===== src/rtl/can_err_pkg.sv =====
package can_err_pkg;

  typedef enum logic [2:0] {
    ERR_NONE  = 3'd0,
    ERR_STUFF = 3'd1,
    ERR_FORM  = 3'd2,
    ERR_ACK   = 3'd3,
    ERR_BIT1  = 3'd4,
    ERR_BIT0  = 3'd5,
    ERR_CRC   = 3'd6,
    ERR_UNUSED = 3'd7
  } errCode_e;

  localparam int RX_BIT = 4;
  localparam int TX_BIT = 3;

  typedef struct packed {
    logic setRx;
    logic clrRx;
    logic setTx;
    logic clrTx;
    logic capErr;
    logic setOff;
    logic clrOff;
    logic warnNext;
  } strobe_t;

endpackage


===== src/rtl/can_err_ctrl.sv =====
module can_err_ctrl
  import can_err_pkg::*;
#(
  parameter int CNT_W = 9,
  parameter int WARN_LIMIT = 96,
  parameter int OFF_LIMIT = 256
) (
  input  logic             clk,
  input  logic             rstN,
  input  logic             rxOkPulse,
  input  logic             txOkPulse,
  input  logic             errPulse,
  input  logic             sofPulse,
  input  logic [CNT_W-1:0] txErrCnt,
  input  logic [CNT_W-1:0] rxErrCnt,
  input  logic             recoverReq,
  input  logic             regWrEn,
  input  logic [7:0]       regWrData,
  input  logic             busOff,
  output strobe_t          strobe
);

  localparam logic [CNT_W:0] WARN_V = (CNT_W+1)'(WARN_LIMIT);
  localparam logic [CNT_W:0] OFF_V  = (CNT_W+1)'(OFF_LIMIT);

  logic armed;
  logic txHigh, rxHigh, txWarn, rxWarn;

  assign txHigh = {1'b0, txErrCnt} >= OFF_V;
  assign rxHigh = {1'b0, rxErrCnt} >= OFF_V;
  assign txWarn = {1'b0, txErrCnt} >= WARN_V;
  assign rxWarn = {1'b0, rxErrCnt} >= WARN_V;

  always_comb begin
    strobe          = '0;
    strobe.setRx    = rxOkPulse;
    strobe.setTx    = txOkPulse;
    strobe.clrRx    = regWrEn && !regWrData[RX_BIT];
    strobe.clrTx    = regWrEn && !regWrData[TX_BIT];
    strobe.capErr   = errPulse && (armed || sofPulse);
    strobe.clrOff   = recoverReq && busOff;
    strobe.setOff   = txHigh || rxHigh;
    strobe.warnNext = txWarn || rxWarn;
  end

  always_ff @(posedge clk or negedge rstN) begin
    if (!rstN)              armed <= 1'b1;
    else if (strobe.capErr) armed <= 1'b0;
    else if (sofPulse)      armed <= 1'b1;
  end

  // once the latch is spent, an error without a new frame start is not captured
  a_r7_no_recapture: assert property (@(posedge clk) disable iff (!rstN)
    (!armed && !sofPulse) |-> !strobe.capErr);

endmodule


===== src/rtl/can_err_dpath.sv =====
module can_err_dpath
  import can_err_pkg::*;
(
  input  logic       clk,
  input  logic       rstN,
  input  strobe_t    strobe,
  input  logic [2:0] errType,
  output logic       busOff,
  output logic       warn,
  output logic       rxOk,
  output logic       txOk,
  output logic [2:0] lastErr
);

  always_ff @(posedge clk or negedge rstN) begin
    if (!rstN) begin
      busOff  <= 1'b0;
      warn    <= 1'b0;
      rxOk    <= 1'b0;
      txOk    <= 1'b0;
      lastErr <= ERR_NONE;
    end else begin
      warn <= strobe.warnNext;
      if (strobe.clrOff)      busOff <= 1'b0;
      else if (strobe.setOff) busOff <= 1'b1;
      if (strobe.setRx)       rxOk <= 1'b1;
      else if (strobe.clrRx)  rxOk <= 1'b0;
      if (strobe.setTx)       txOk <= 1'b1;
      else if (strobe.clrTx)  txOk <= 1'b0;
      if (strobe.capErr)      lastErr <= errType;
    end
  end

  // a set pulse beats a simultaneous clear
  a_r6_set_wins_rx: assert property (@(posedge clk) disable iff (!rstN)
    (strobe.setRx && strobe.clrRx) |=> rxOk);
  a_r6_set_wins_tx: assert property (@(posedge clk) disable iff (!rstN)
    (strobe.setTx && strobe.clrTx) |=> txOk);

endmodule


===== src/rtl/can_err_status.sv =====
module can_err_status
  import can_err_pkg::*;
#(
  parameter int CNT_W = 9,
  parameter int WARN_LIMIT = 96,
  parameter int OFF_LIMIT = 256
) (
  input  logic             clk,
  input  logic             rstN,
  input  logic             rxOkPulse,
  input  logic             txOkPulse,
  input  logic             errPulse,
  input  logic [2:0]       errType,
  input  logic             sofPulse,
  input  logic [CNT_W-1:0] txErrCnt,
  input  logic [CNT_W-1:0] rxErrCnt,
  input  logic             recoverReq,
  input  logic             regWrEn,
  input  logic [7:0]       regWrData,
  output logic [7:0]       statusByte,
  output logic             txEnable,
  output logic             cntClear
);

  strobe_t    strobe;
  logic       busOff, warn, rxOk, txOk;
  logic [2:0] lastErr;

  can_err_ctrl #(
    .CNT_W(CNT_W), .WARN_LIMIT(WARN_LIMIT), .OFF_LIMIT(OFF_LIMIT)
  ) u_ctrl (
    .clk(clk), .rstN(rstN),
    .rxOkPulse(rxOkPulse), .txOkPulse(txOkPulse),
    .errPulse(errPulse), .sofPulse(sofPulse),
    .txErrCnt(txErrCnt), .rxErrCnt(rxErrCnt),
    .recoverReq(recoverReq), .regWrEn(regWrEn), .regWrData(regWrData),
    .busOff(busOff), .strobe(strobe)
  );

  can_err_dpath u_dpath (
    .clk(clk), .rstN(rstN), .strobe(strobe), .errType(errType),
    .busOff(busOff), .warn(warn), .rxOk(rxOk), .txOk(txOk),
    .lastErr(lastErr)
  );

  assign statusByte = {busOff, warn, 1'b0, rxOk, txOk, lastErr};
  assign txEnable   = !busOff;
  assign cntClear   = strobe.clrOff;

  localparam logic [CNT_W:0] OFF_V  = (CNT_W+1)'(OFF_LIMIT);
  localparam logic [CNT_W:0] WARN_V = (CNT_W+1)'(WARN_LIMIT);

  // a counter at the limit without recovery leads to bus-off and a floated driver
  a_r1_enter_off: assert property (@(posedge clk) disable iff (!rstN)
    (({1'b0, rxErrCnt} >= OFF_V || {1'b0, txErrCnt} >= OFF_V) && !recoverReq)
    |=> (statusByte[7] && !txEnable));
  // bus-off stays until recovery; recovery drops it and zeroes counters
  a_r2_off_holds: assert property (@(posedge clk) disable iff (!rstN)
    (statusByte[7] && !recoverReq) |=> statusByte[7]);
  a_r2_recover: assert property (@(posedge clk) disable iff (!rstN)
    cntClear |=> (!statusByte[7] && txEnable));
  // warning follows the counters
  a_r3_warn_clear: assert property (@(posedge clk) disable iff (!rstN)
    ({1'b0, rxErrCnt} < WARN_V && {1'b0, txErrCnt} < WARN_V) |=> !statusByte[6]);
  // success pulses always show up
  a_r4_rx_set: assert property (@(posedge clk) disable iff (!rstN)
    rxOkPulse |=> statusByte[4]);
  a_r5_tx_set: assert property (@(posedge clk) disable iff (!rstN)
    txOkPulse |=> statusByte[3]);
  // without an error the code does not move
  a_r7_code_stable: assert property (@(posedge clk) disable iff (!rstN)
    !errPulse |=> $stable(statusByte[2:0]));
  // reserved bit
  a_r9_reserved: assert property (@(posedge clk) disable iff (!rstN)
    !statusByte[5]);

endmodule


===== config.mk =====
export PLATFORM = sky130hd
export DESIGN_NAME = can_err_status
export DESIGN_NICKNAME = d
export VERILOG_FILES = /design/src/rtl/can_err_pkg.sv /design/src/rtl/can_err_ctrl.sv /design/src/rtl/can_err_dpath.sv /design/src/rtl/can_err_status.sv
export SDC_FILE = /design/constraint.sdc
export NUM_CORES = 1
export LEC_CHECK = 0
export ABC_AREA = 0
export BUFFER_PORTS_ARGS = -buffer_cell sky130_fd_sc_hd__buf_4
export CAP_MARGIN = 25
export CORE_AREA = 4 4 41 43
export CTS_CLUSTER_DIAMETER = 100
export CTS_CLUSTER_SIZE = 40
export DETAILED_ROUTE_END_ITERATION = 10
export DIE_AREA = 0 0 45 47
export GPL_TIMING_DRIVEN = 0
export PLACE_DENSITY = 0.69
export SLEW_MARGIN = 20
export SYNTH_ARGS = -nofsm -noshare
export SYNTH_HDL_FRONTEND = slang
export SYNTH_SLANG_ARGS = --single-unit

===== constraint.sdc =====
create_clock -name clk -period 1.58 [get_ports clk]
set_clock_uncertainty 0.2 [all_clocks]
set_input_delay 0.237 -clock clk [delete_from_list [all_inputs] [get_ports clk]]
set_output_delay 0.237 -clock clk [all_outputs]
set_load 0.05 [all_outputs]

## Yosys cells after proc, flatten, opt, wreduce, memory -nomap -nowiden

Index checks and enable logic that the tools add are counted.

- Output and inout port bits: 10
- Register bits: 8
- Logic and storage cells: 32
- Bits of input ports: 37

- Order comparisons: 4
- Reductions and logical operators: 14
- Muxes and demuxes: 8

Operator list:

| operator | number |
|---|---|
| $ge 9x7->1 const B | 2 |
| $ge 9x9->1 const B | 2 |
| $mux 1 | 8 |
| $reduce_bool 2->1 | 4 |
| $logic_and 1x1->1 | 4 |
| $logic_not 1->1 | 3 |
| $logic_or 1x1->1 | 3 |

## Depth between registers and ports, before layout

Gate-level depths: netlist of the first run.

- Depth in word-level cells: 4
- Depth in mapped cells: 2
- Gate-level depth less buffers: 2

## Modules after synthesis

From an unflattened synthesis of the first run, not the netlist that was laid out.

- Cell total of the unflattened synthesis: 35
- Area total of the unflattened synthesis: 380.4 um^2

Modules (own cells, without submodules):

| module | sequential area each (um^2) | instances | cells an instance | area each (um^2) |
|---|---|---|---|---|
| can_err_dpath | 175.2 | 1 | 16 | 239.0 |
| can_err_ctrl | 26.3 | 1 | 12 | 96.3 |
| can_err_status | 0.0 | 1 | 7 | 45.0 |

## Worst setup path after synthesis of the first run

OpenSTA, ideal clock, no wires.

- Path type: reg-to-output
- From: reg u_dpath.busOff
- To: out cntClear
- Arrival time: 0.799 ns
- Path buffers: 0
- Data required time: 1.143 ns
- Cell stages (with the launch flop): 2
- Path slack: 0.344 ns
- Cell sequence: dfrtp_1 and2_1

- Word-level cells in the longest chain between the ends: 1

RTL lines:

| item | line | text |
|---|---|---|
| from (decl) | can_err_dpath.sv:8 | `output logic busOff,` |
| from (signal assigned) | can_err_dpath.sv:17 | `busOff <= 1'b0;` |
| from (signal assigned) | can_err_dpath.sv:24 | `if (strobe.clrOff) busOff <= 1'b0;` |
| from (signal assigned) | can_err_dpath.sv:25 | `else if (strobe.setOff) busOff <= 1'b1;` |
| $logic_and 1x1->1 | can_err_ctrl.sv:41 | `strobe.clrOff = recoverReq && busOff;` |
| to (decl) | can_err_status.sv:22 | `output logic cntClear` |

No other way between the ends.

## Final worst setup path of the first run

Same ends and word-level chain as after synthesis.

==> results of run 1 <==
placed cells by master, fill, tap and decap left out, types with 2 or more instances in the layout:
cell type,netlist,layout
mux2_2,3,3
clkbuf_4,0,3
dfrtp_1,7,7
buf_4,5,34
nand2b_1,2,2
a21o_1,2,2
dlygate4sd3_1,0,11
nor2_1,3,3
tightest hold or removal path, cell delays in order:
cell and delay, ns:
buf_4 0.08, a22oi_1 0.07, nand2_1 0.05
state kept, by name (all words and copies together) (netlist names):
name	cells
u_dpath.warn	1
u_dpath.lastErr	3
u_dpath.busOff	1
u_dpath.rxOk	1
u_ctrl.armed	1
u_dpath.txOk	1
power breakdown:
group          switching (mW)  total [mW]  internal, mW
Sequential             0.0107       0.237         0.226
Clock                  0.0725       0.169        0.0968
Combinational           0.128       0.234         0.106
Total                   0.211       0.641         0.429
final cells by class:
class | count | share of cell area
flip-flops and latches | 8 | 0.276
plain buffers | 5 | 0.0515
well taps | 15 | 0.0257
multi-input cells | 17 | 0.156
clock buffers | 4 | 0.0360
inverters | 1 | 0.00515
repair buffers | 40 | 0.449
through the flow:
stage / cell area (um2) / power (mW) / hold slack, ns / utilization / std cells
2_1_floorplan: 357 / 0.368 / -0.259 / - / 31
3_3_place_gp: 593 / 0.450 / -0.138 / 0.456 / 75
3_5_place_dp: 593 / 0.454 / -0.138 / 0.456 / 75
4_1_cts: 729 / 0.650 / 0.000799 / 0.561 / 90
5_1_grt: 729 / 0.674 / 0.0148 / 0.561 / 90
6_report: 729 / 0.641 / 0.0125 / 0.561 / 90
what timing repair did:
| item | CTS | global route |
|---|---|---|
| endpoints found under the hold margin | 12 | 0 |
| hold buffers | 11 | 0 |
| endpoints found under the setup margin | 0 | 0 |
worst max-delay path by stage:
| stage | startpoint | end | slack [ns] | cells after the start |
|---|---|---|---|---|
| finish | u_dpath.busOff | cntClear | 0.12 | 2 |
| global route | u_dpath.busOff | cntClear | 0.08 | 2 |
| CTS | u_dpath.busOff | cntClear | 0.11 | 2 |
| detailed placement | sofPulse | u_dpath.lastErr[2] | 0.33 | 3 |
| global placement | sofPulse | u_dpath.lastErr[2] | 0.33 | 3 |
| floorplan | u_dpath.busOff | cntClear | 0.34 | 1 |
metal layers:
layer	track usage	vias up	part of all wire
met5	0	-	0
met3	0.0575	0	0.11
met4	0.0702	0	0
met2	0.212	21	0.56
li1	-	184	-
met1	0.0862	174	0.33
logic make-up after synthesis:
logic type,count (synthesis),share of synthesized area
muxes,3,0.0947
DFF,8,0.565
and+or+nand+nor,9,0.126
buffers and inverters,6,0.116
other,1,0.0105
AOI/OAI and AO/OA,4,0.0877
==> results.py, run 1 <==
metrics = {
    "outcome": {
        "run_status": "finished clean",
    },
    "timing": {
        "hold_viol": 0,
        "rsz0062_at_grt": "false",
        "post-route-period-util": 0.923,
        "fmax_ghz": 0.685,
        "postLayoutSetupSlackWorst_ns": 0.121,
        "drv_slew": 0,
        "min_period_ns": 1.46,
        "finalSetupViolations": 0,
        "fin_tns_setup_ns": 0,
    },
    "global_route": {
        "antenna_found_initial": 0,
        "grt_max_degree": 9,
        "grt_overflow": 0,
        "grt_pass1_vias": 398,
        "grt_pass1_wl_mm": 1.58,
        "grt.total_usage": 0.111,
    },
    "worst_setup_path": {
        "r2r_end": "u_dpath.lastErr[0]",
        "cpLargestDelayFamily": "flip-flops",
        "rrSetupSlack_ns": 0.35,
        "r2r_cells": 2,
        "crit_arrival_ns": 1.02,
        "critical_path_buf_inv_count": 1,
        "r2r_start": "u_ctrl.armed",
        "required_ns": 1.14,
        "path_class": "register to output port",
        "critical_path.startpoint_type": "register",
        "path_cells": "and2_1 -> buf_4",
        "end_kind": "output port",
        "crit_path_max_fanout": 4,
        "slowest_stage": "dfrtp_1",
        "cp_slowest_stage_delay_ns": 0.40,
    },
    "cts": {
        "cts-root-buf": "clkbuf_4",
        "clk_pin_slew_ns": 0.06,
        "clock_sinks": 8,
        "insertion_delay_ns": 0.25,
        "cts_made_buffers": 3,
        "cts_resized": 0,
        "htree_levels": 1,
        "postCtsSetupBuffers": 0,
        "cts_tree": "built",
        "cts_buffer_depth": 2,
    },
    "logic_synthesis": {
        "yosys-top-cells-area": "dfrtp_1 (49%), buf_4 (11%), mux2_2 (9.5%)",
        "synthCells": 31,
        "synthesis.area_um2": 357,
        "yosysMostFrequentCell": "dfrtp_1",
        "async_flop_share": 1.00,
        "synth_edf_count": 0,
        "netlist_top_cells_count": "dfrtp_1 (7), buf_4 (5), mux2_2 (3), nor2_1 (3)",
        "synth-main-ff-cell": "dfrtp_1",
        "ys_ff_latch": 8,
        "yosys_warnings": 0,
        "synth.top_cell.area_share": 0.491,
        "synthDistinctLibCells": 15,
        "ys_seq_area_frac": 0.565,
        "avgSynthCellArea_um2": 11.5,
        "synth_top_area_cell": "dfrtp_1",
        "synth_fp_nets": 68,
    },
    "min_path": {
        "min_path_cells": 3,
        "whs_endpoint": "u_dpath.warn",
        "min_from": "txErrCnt[6]",
        "min_path_type": "input pin to register",
    },
    "final_layout": {
        "n_antenna_cell": 0,
        "drive_gt1_frac": 0.560,
        "final_nets": 113,
        "syn_to_final_growth_pct": 105,
        "multi_input_area_um2": 114,
        "final-seq-area_um2": 201,
        "fillers": 128,
    },
    "die": {
        "initial_utilization": 0.274,
        "die-area_mm2": 0.00212,
        "core_mm2": 0.00130,
        "die_w_um": 45,
        "rows": 13,
        "die_height_um": 47,
        "io_pins": 47,
    },
    "route": {
        "drt-wirelength-per-cell_um": 11.4,
        "viasPerCell": 4.21,
        "first_pass_iters": 2,
        "vias": 379,
        "drc_errors": 0,
        "ant_nets": 0,
        "drt_iter0_drc": 7,
        "routed_wl_mm": 1.02,
    },
    "power_and_ir_drop": {
        "powerDensity_mw_per_mm2": 878,
        "ir_drop_v": 0.000519,
        "leakage_nw": 0.357,
    },
    "place": {
        "portBuffers": 29,
        "gp_congestion": 0.612,
        "place_ws_ns": 0.327,
    },
    "job": {
        "drv_cap": 0,
    },
}
Power figures use the tool's default switching activity.
==> run 2, diff against run 1 <==
Settings changed: HOLD_SLACK_MARGIN set to 0.06, PLACE_DENSITY 0.69 to 0.7, SETUP_SLACK_MARGIN set to 0.4.
==> run 2 against run 1 <==
Highest routed layer unchanged. The run now ends with negative hold slack left. Die area unchanged. Total power increased by 4.7%. Sequential cell count unchanged. Hold slack got worse by 0.029 ns. Clock power decreased by 2%. Fmax increased by 4.8%. Critical path type unchanged.
==> results.py, run 2 (same netlist as run 1, synthesis figures left out) <==
metrics = {
    "die": {
        "io_pins": 47,
        "die_height_um": 47,
        "rows": 13,
        "die_w_um": 45,
        "core_mm2": 0.00130,
        "die-area_mm2": 0.00212,
        "initial_utilization": 0.274,
    },
    "power_and_ir_drop": {
        "pwr-share-comb": 0.391,
        "powerDensity_mw_per_mm2": 869,
        "total_power_uw": 671,
        "leakage_nw": 0.369,
        "swShare": 0.323,
        "p_seq_frac": 0.362,
        "p_clk_frac": 0.247,
        "ir_drop_v": 0.000422,
        "p_int_uw": 454,
        "p_sw_uw": 217,
    },
    "cts": {
        "clk_pin_slew_ns": 0.06,
        "hold_buffers": 6,
        "insertion_delay_ns": 0.24,
        "cts_tree": "built",
        "htree_levels": 1,
        "cts_buffer_depth": 2,
        "clock_sinks": 8,
        "cts-root-buf": "clkbuf_4",
        "cts_made_buffers": 3,
    },
    "final_layout": {
        "fillers": 113,
        "layout_commonest_cell": "buf_4",
        "n_antenna_cell": 0,
        "final-seq-area_um2": 205,
        "final_cells": 87,
        "largest_register_ffs": 3,
        "final_cell_mix": "buf_4 (25), buf_6 (8), dlygate4sd3_1 (5)",
        "top_register": "u_dpath.lastErr",
        "syn_to_final_growth_pct": 116,
        "multi_input_area_um2": 130,
        "final_nets": 110,
        "drive_gt1_frac": 0.694,
    },
    "min_path": {
        "min_path_type": "input pin to register",
    },
    "route": {
        "drt-wirelength-per-cell_um": 10.9,
        "first_pass_iters": 1,
        "drt_iter0_drc": 0,
        "ant_nets": 0,
        "viasPerCell": 4.17,
        "routed_wl_um": 949,
        "vias": 363,
        "drc_errors": 0,
    },
    "worst_setup_path": {
        "rrSetupSlack_ns": 0.38,
        "crit_path_max_fanout": 4,
        "critical_path.startpoint_type": "register",
        "end_kind": "output port",
        "path_class": "register to output port",
        "required_ns": 1.14,
        "crit_arrival_ns": 0.95,
    },
    "outcome": {
        "violations": "negative hold slack",
        "run_status": "finished with violations",
    },
    "timing": {
        "drv_slew": 0,
        "rsz0062_at_grt": "true",
        "post-route-period-util": 0.881,
        "finalSetupViolations": 0,
        "hold_viol": 1,
        "fmax_ghz": 0.718,
        "fin_tns_setup_ns": 0,
        "whs_ns": -0.0164,
        "min_period_ns": 1.39,
    },
    "global_route": {
        "grt_pass1_vias": 411,
        "grt.total_usage": 0.0988,
        "grt_pass1_wl_mm": 1.48,
        "antenna_found_initial": 0,
        "grt_overflow": 0,
        "grt_max_degree": 9,
    },
    "place": {
        "gp_congestion": 0.635,
        "portBuffers": 29,
        "place.detailed.instances": 75,
    },
    "job": {
        "drv_cap": 0,
    },
}
[run 2: changes by cell type in the layout (fill, tap and decap cells not counted), moves of 3 or more]
cell / delta
buf_4: -9
buf_6: +8
dlygate4sd3_1: -6
buf_8: +4
dfrtp_1: -3
dfrtp_2: +3
[run 2: cell type report]
class                   count  share of cell area
repair buffers             37               0.439
flip-flops and latches      8               0.266
multi-input cells          17               0.169
plain buffers               5              0.0632
clock buffers               4              0.0340
well taps                  15              0.0243
inverters                   1             0.00486
[run 2: repair_timing]
action,4_1_cts,5_1_grt
endpoints found under the hold margin,16,5
resized for setup,18,1
setup endpoints to repair,12,13
pin swaps,1,1
setup buffers,2,1
[run 2: power by group through the flow]
stage | clock network, mW | registers, mW | logic (mW)
after floorplan | 0 | 0.283 | 0.0876
after global placement | 0 | 0.242 | 0.211
after detailed placement | 0 | 0.243 | 0.214
after CTS | 0.169 | 0.243 | 0.261
after global routing | 0.180 | 0.246 | 0.275
final | 0.165 | 0.243 | 0.262
[run 2: final timing paths]
kind	start	cells past startpoint	end
min in group asynchronous	rstN	2	u_dpath.warn
worst max-delay path	u_dpath.busOff	2	cntClear
max in group asynchronous	rstN	2	u_ctrl.armed
worst min-delay path	txErrCnt[7]	3	u_dpath.warn
worst max register to register	u_ctrl.armed	2	u_dpath.lastErr[1]
worst min register to register	u_dpath.txOk	1	u_dpath.txOk
[run 2: layer usage]
layer / vias to the layer above / global-route usage / wire length, um
met5: - / 0 / 0
met1: 162 / 0.0932 / 327
met3: 0 / 0.0345 / 111
met4: 0 / 0.0526 / 0
met2: 21 / 0.186 / 510
li1: 180 / - / -
[run 2: per-stage QoR]
step	hold slack [ns]	util	setup slack [ns]	instance area, um2
final	-0.0164	0.593	0.188	772
after floorplan	-0.259	-	0.416	362
after detailed placement	-0.138	0.460	0.327	598
after CTS	-0.0236	0.590	0.184	768
after global routing	-0.0187	0.593	0.156	772
after global placement	-0.139	0.460	0.330	598
[run 2: critical path, cell delays in order, from the launching register on]
cell	delay [ns]
dfrtp_1	0.40
and2_4	0.16
buf_8	0.14
==> run 3, diff against run 2 <==
--- a/constraint.sdc
+++ b/constraint.sdc
@@ -3,3 +3,3 @@
 set_input_delay 0.237 -clock clk [delete_from_list [all_inputs] [get_ports clk]]
 set_output_delay 0.237 -clock clk [all_outputs]
-set_load 0.05 [all_outputs]
+set_load 0.02 [all_outputs]
==> run 3 against run 2 <==
The run still ends with negative hold slack left. Non-clock buffer count down 1. Sequential power about the same. Via count rose by 1.7%. Global-route usage up 1.6 points. Worst setup slack improved by 0.0056 ns. Sequential cell count is the same. Core utilization shrank 1.8 points. Cell area decreased by 3.1%. Critical path depth stayed put.
==> results.py, run 3 (same netlist as run 1, synthesis figures left out) <==
metrics = {
    "outcome": {
        "run_status": "finished with violations",
        "violations": "negative hold slack",
    },
    "global_route": {
        "grt_pass1_vias": 398,
        "met1_usage": 0.0965,
        "met3_usage": 0.103,
        "grt-busiest-layer": "met2",
        "grt_util_met2": 0.186,
        "grt_pass1_wl_mm": 1.58,
        "grt_max_degree": 9,
        "grt_overflow": 0,
        "grt.total_usage": 0.114,
        "antenna_found_initial": 0,
    },
    "cts": {
        "htree_levels": 1,
        "cts_buffer_depth": 2,
        "cts_made_buffers": 3,
        "hold_buffers": 7,
        "cts-root-buf": "clkbuf_4",
        "insertion_delay_ns": 0.25,
        "cts_tree": "built",
        "clock_sinks": 8,
        "clk_pin_slew_ns": 0.06,
    },
    "power_and_ir_drop": {
        "powerDensity_mw_per_mm2": 804,
        "p_sw_uw": 159,
        "swShare": 0.265,
        "pwr-share-comb": 0.318,
        "ir_drop_v": 0.000385,
        "p_seq_frac": 0.401,
        "leakage_nw": 0.361,
        "p_clk_frac": 0.281,
        "p_int_uw": 443,
    },
    "place": {
        "place_ws_ns": 0.334,
        "placed_cell_area_um2": 593,
        "portBuffers": 29,
        "place.detailed.instances": 75,
        "gp_congestion": 0.615,
    },
    "final_layout": {
        "largest_register_ffs": 3,
        "drive_gt1_frac": 0.634,
        "syn_to_final_growth_pct": 110,
        "n_antenna_cell": 0,
        "top_register": "u_dpath.lastErr",
        "final_nets": 109,
        "post-route-cell-area_um2": 748,
        "final_cell_mix": "buf_4 (23), buf_6 (12), dfrtp_1 (7)",
        "layout_commonest_cell": "buf_4",
        "final_cells": 86,
    },
    "die": {
        "initial_utilization": 0.274,
        "die_height_um": 47,
        "die_w_um": 45,
        "io_pins": 47,
        "core_mm2": 0.00130,
        "rows": 13,
        "die-area_mm2": 0.00212,
    },
    "timing": {
        "drv_slew": 0,
        "rsz0062_at_grt": "true",
        "fin_tns_setup_ns": 0,
        "fmax_ghz": 0.721,
        "postLayoutSetupSlackWorst_ns": 0.194,
        "whs_ns": -0.0285,
        "finalSetupViolations": 0,
        "hold_viol": 1,
        "min_period_ns": 1.39,
        "post-route-period-util": 0.877,
    },
    "route": {
        "ant_nets": 0,
        "viasPerCell": 4.29,
        "drc_errors": 0,
        "drt_iter0_drc": 0,
        "routed_wl_um": 968,
        "first_pass_iters": 1,
        "vias": 369,
        "drt-wirelength-per-cell_um": 11.3,
    },
    "worst_setup_path": {
        "end_kind": "output port",
        "crit_arrival_ns": 0.95,
        "required_ns": 1.14,
        "path_class": "register to output port",
        "crit_path_max_fanout": 4,
        "critical_path.startpoint_type": "register",
    },
    "min_path": {
        "min_path_type": "input pin to register",
    },
    "job": {
        "drv_cap": 0,
    },
}
## run 3: through the flow
stage / power (mW) / hold slack, ns / utilization
after floorplan: 0.310 / -0.259 / -
after global placement: 0.392 / -0.141 / 0.456
after detailed placement: 0.395 / -0.141 / 0.456
after CTS: 0.616 / -0.0398 / 0.578
after global routing: 0.643 / -0.0411 / 0.575
final: 0.602 / -0.0285 / 0.575
## run 3: power by group through the flow
stage	sequential (mW)	clock (mW)	combinational, mW
finish	0.242	0.169	0.191
global route	0.244	0.192	0.207
CTS	0.242	0.181	0.193
detailed placement	0.241	0	0.154
global placement	0.240	0	0.152
floorplan	0.254	0	0.0561
## run 3: repair_timing
item / in CTS / in global routing
endpoints found under the hold margin: 16 / 5
gates resized for setup: 14 / 1
pin swaps: 1 / 0
setup endpoints to repair: 12 / 14
buffers inserted: 1 / 0
## run 3: worst paths after layout
path / from / to / slack (ns) / depth (start not counted)
worst max-delay path: u_dpath.busOff / cntClear / 0.19 / 2
worst min-delay path: txErrCnt[7] / u_dpath.warn / -0.03 / 3
worst max register to register: u_ctrl.armed / u_dpath.lastErr[0] / 0.38 / 2
worst min register to register: u_dpath.rxOk / u_dpath.rxOk / 0.30 / 1
max in group asynchronous: rstN / u_ctrl.armed / 0.83 / 2
min in group asynchronous: rstN / u_dpath.lastErr[1] / 0.13 / 2
## run 3: worst max-delay path, cell delays in order (launching register included)
cell	delay, ns
dfrtp_1	0.41
and2_4	0.16
buf_6	0.12
## run 3: metal layers
| metal | vias up | wire, um |
|---|---|---|
| met5 | - | 0 |
| met3 | 4 | 177 |
| met1 | 161 | 299 |
| met2 | 28 | 476 |
| li1 | 176 | - |
| met4 | 0 | 14 |
## run 3: cell type report
type | instances | area, um2
fill | 114 | 553
timing repair buffer | 36 | 319
sequential | 8 | 201
multi-input combinational | 17 | 130
buffer | 5 | 48.8
clock buffer | 4 | 26.3
tap | 15 | 18.8
inverter | 1 | 3.75
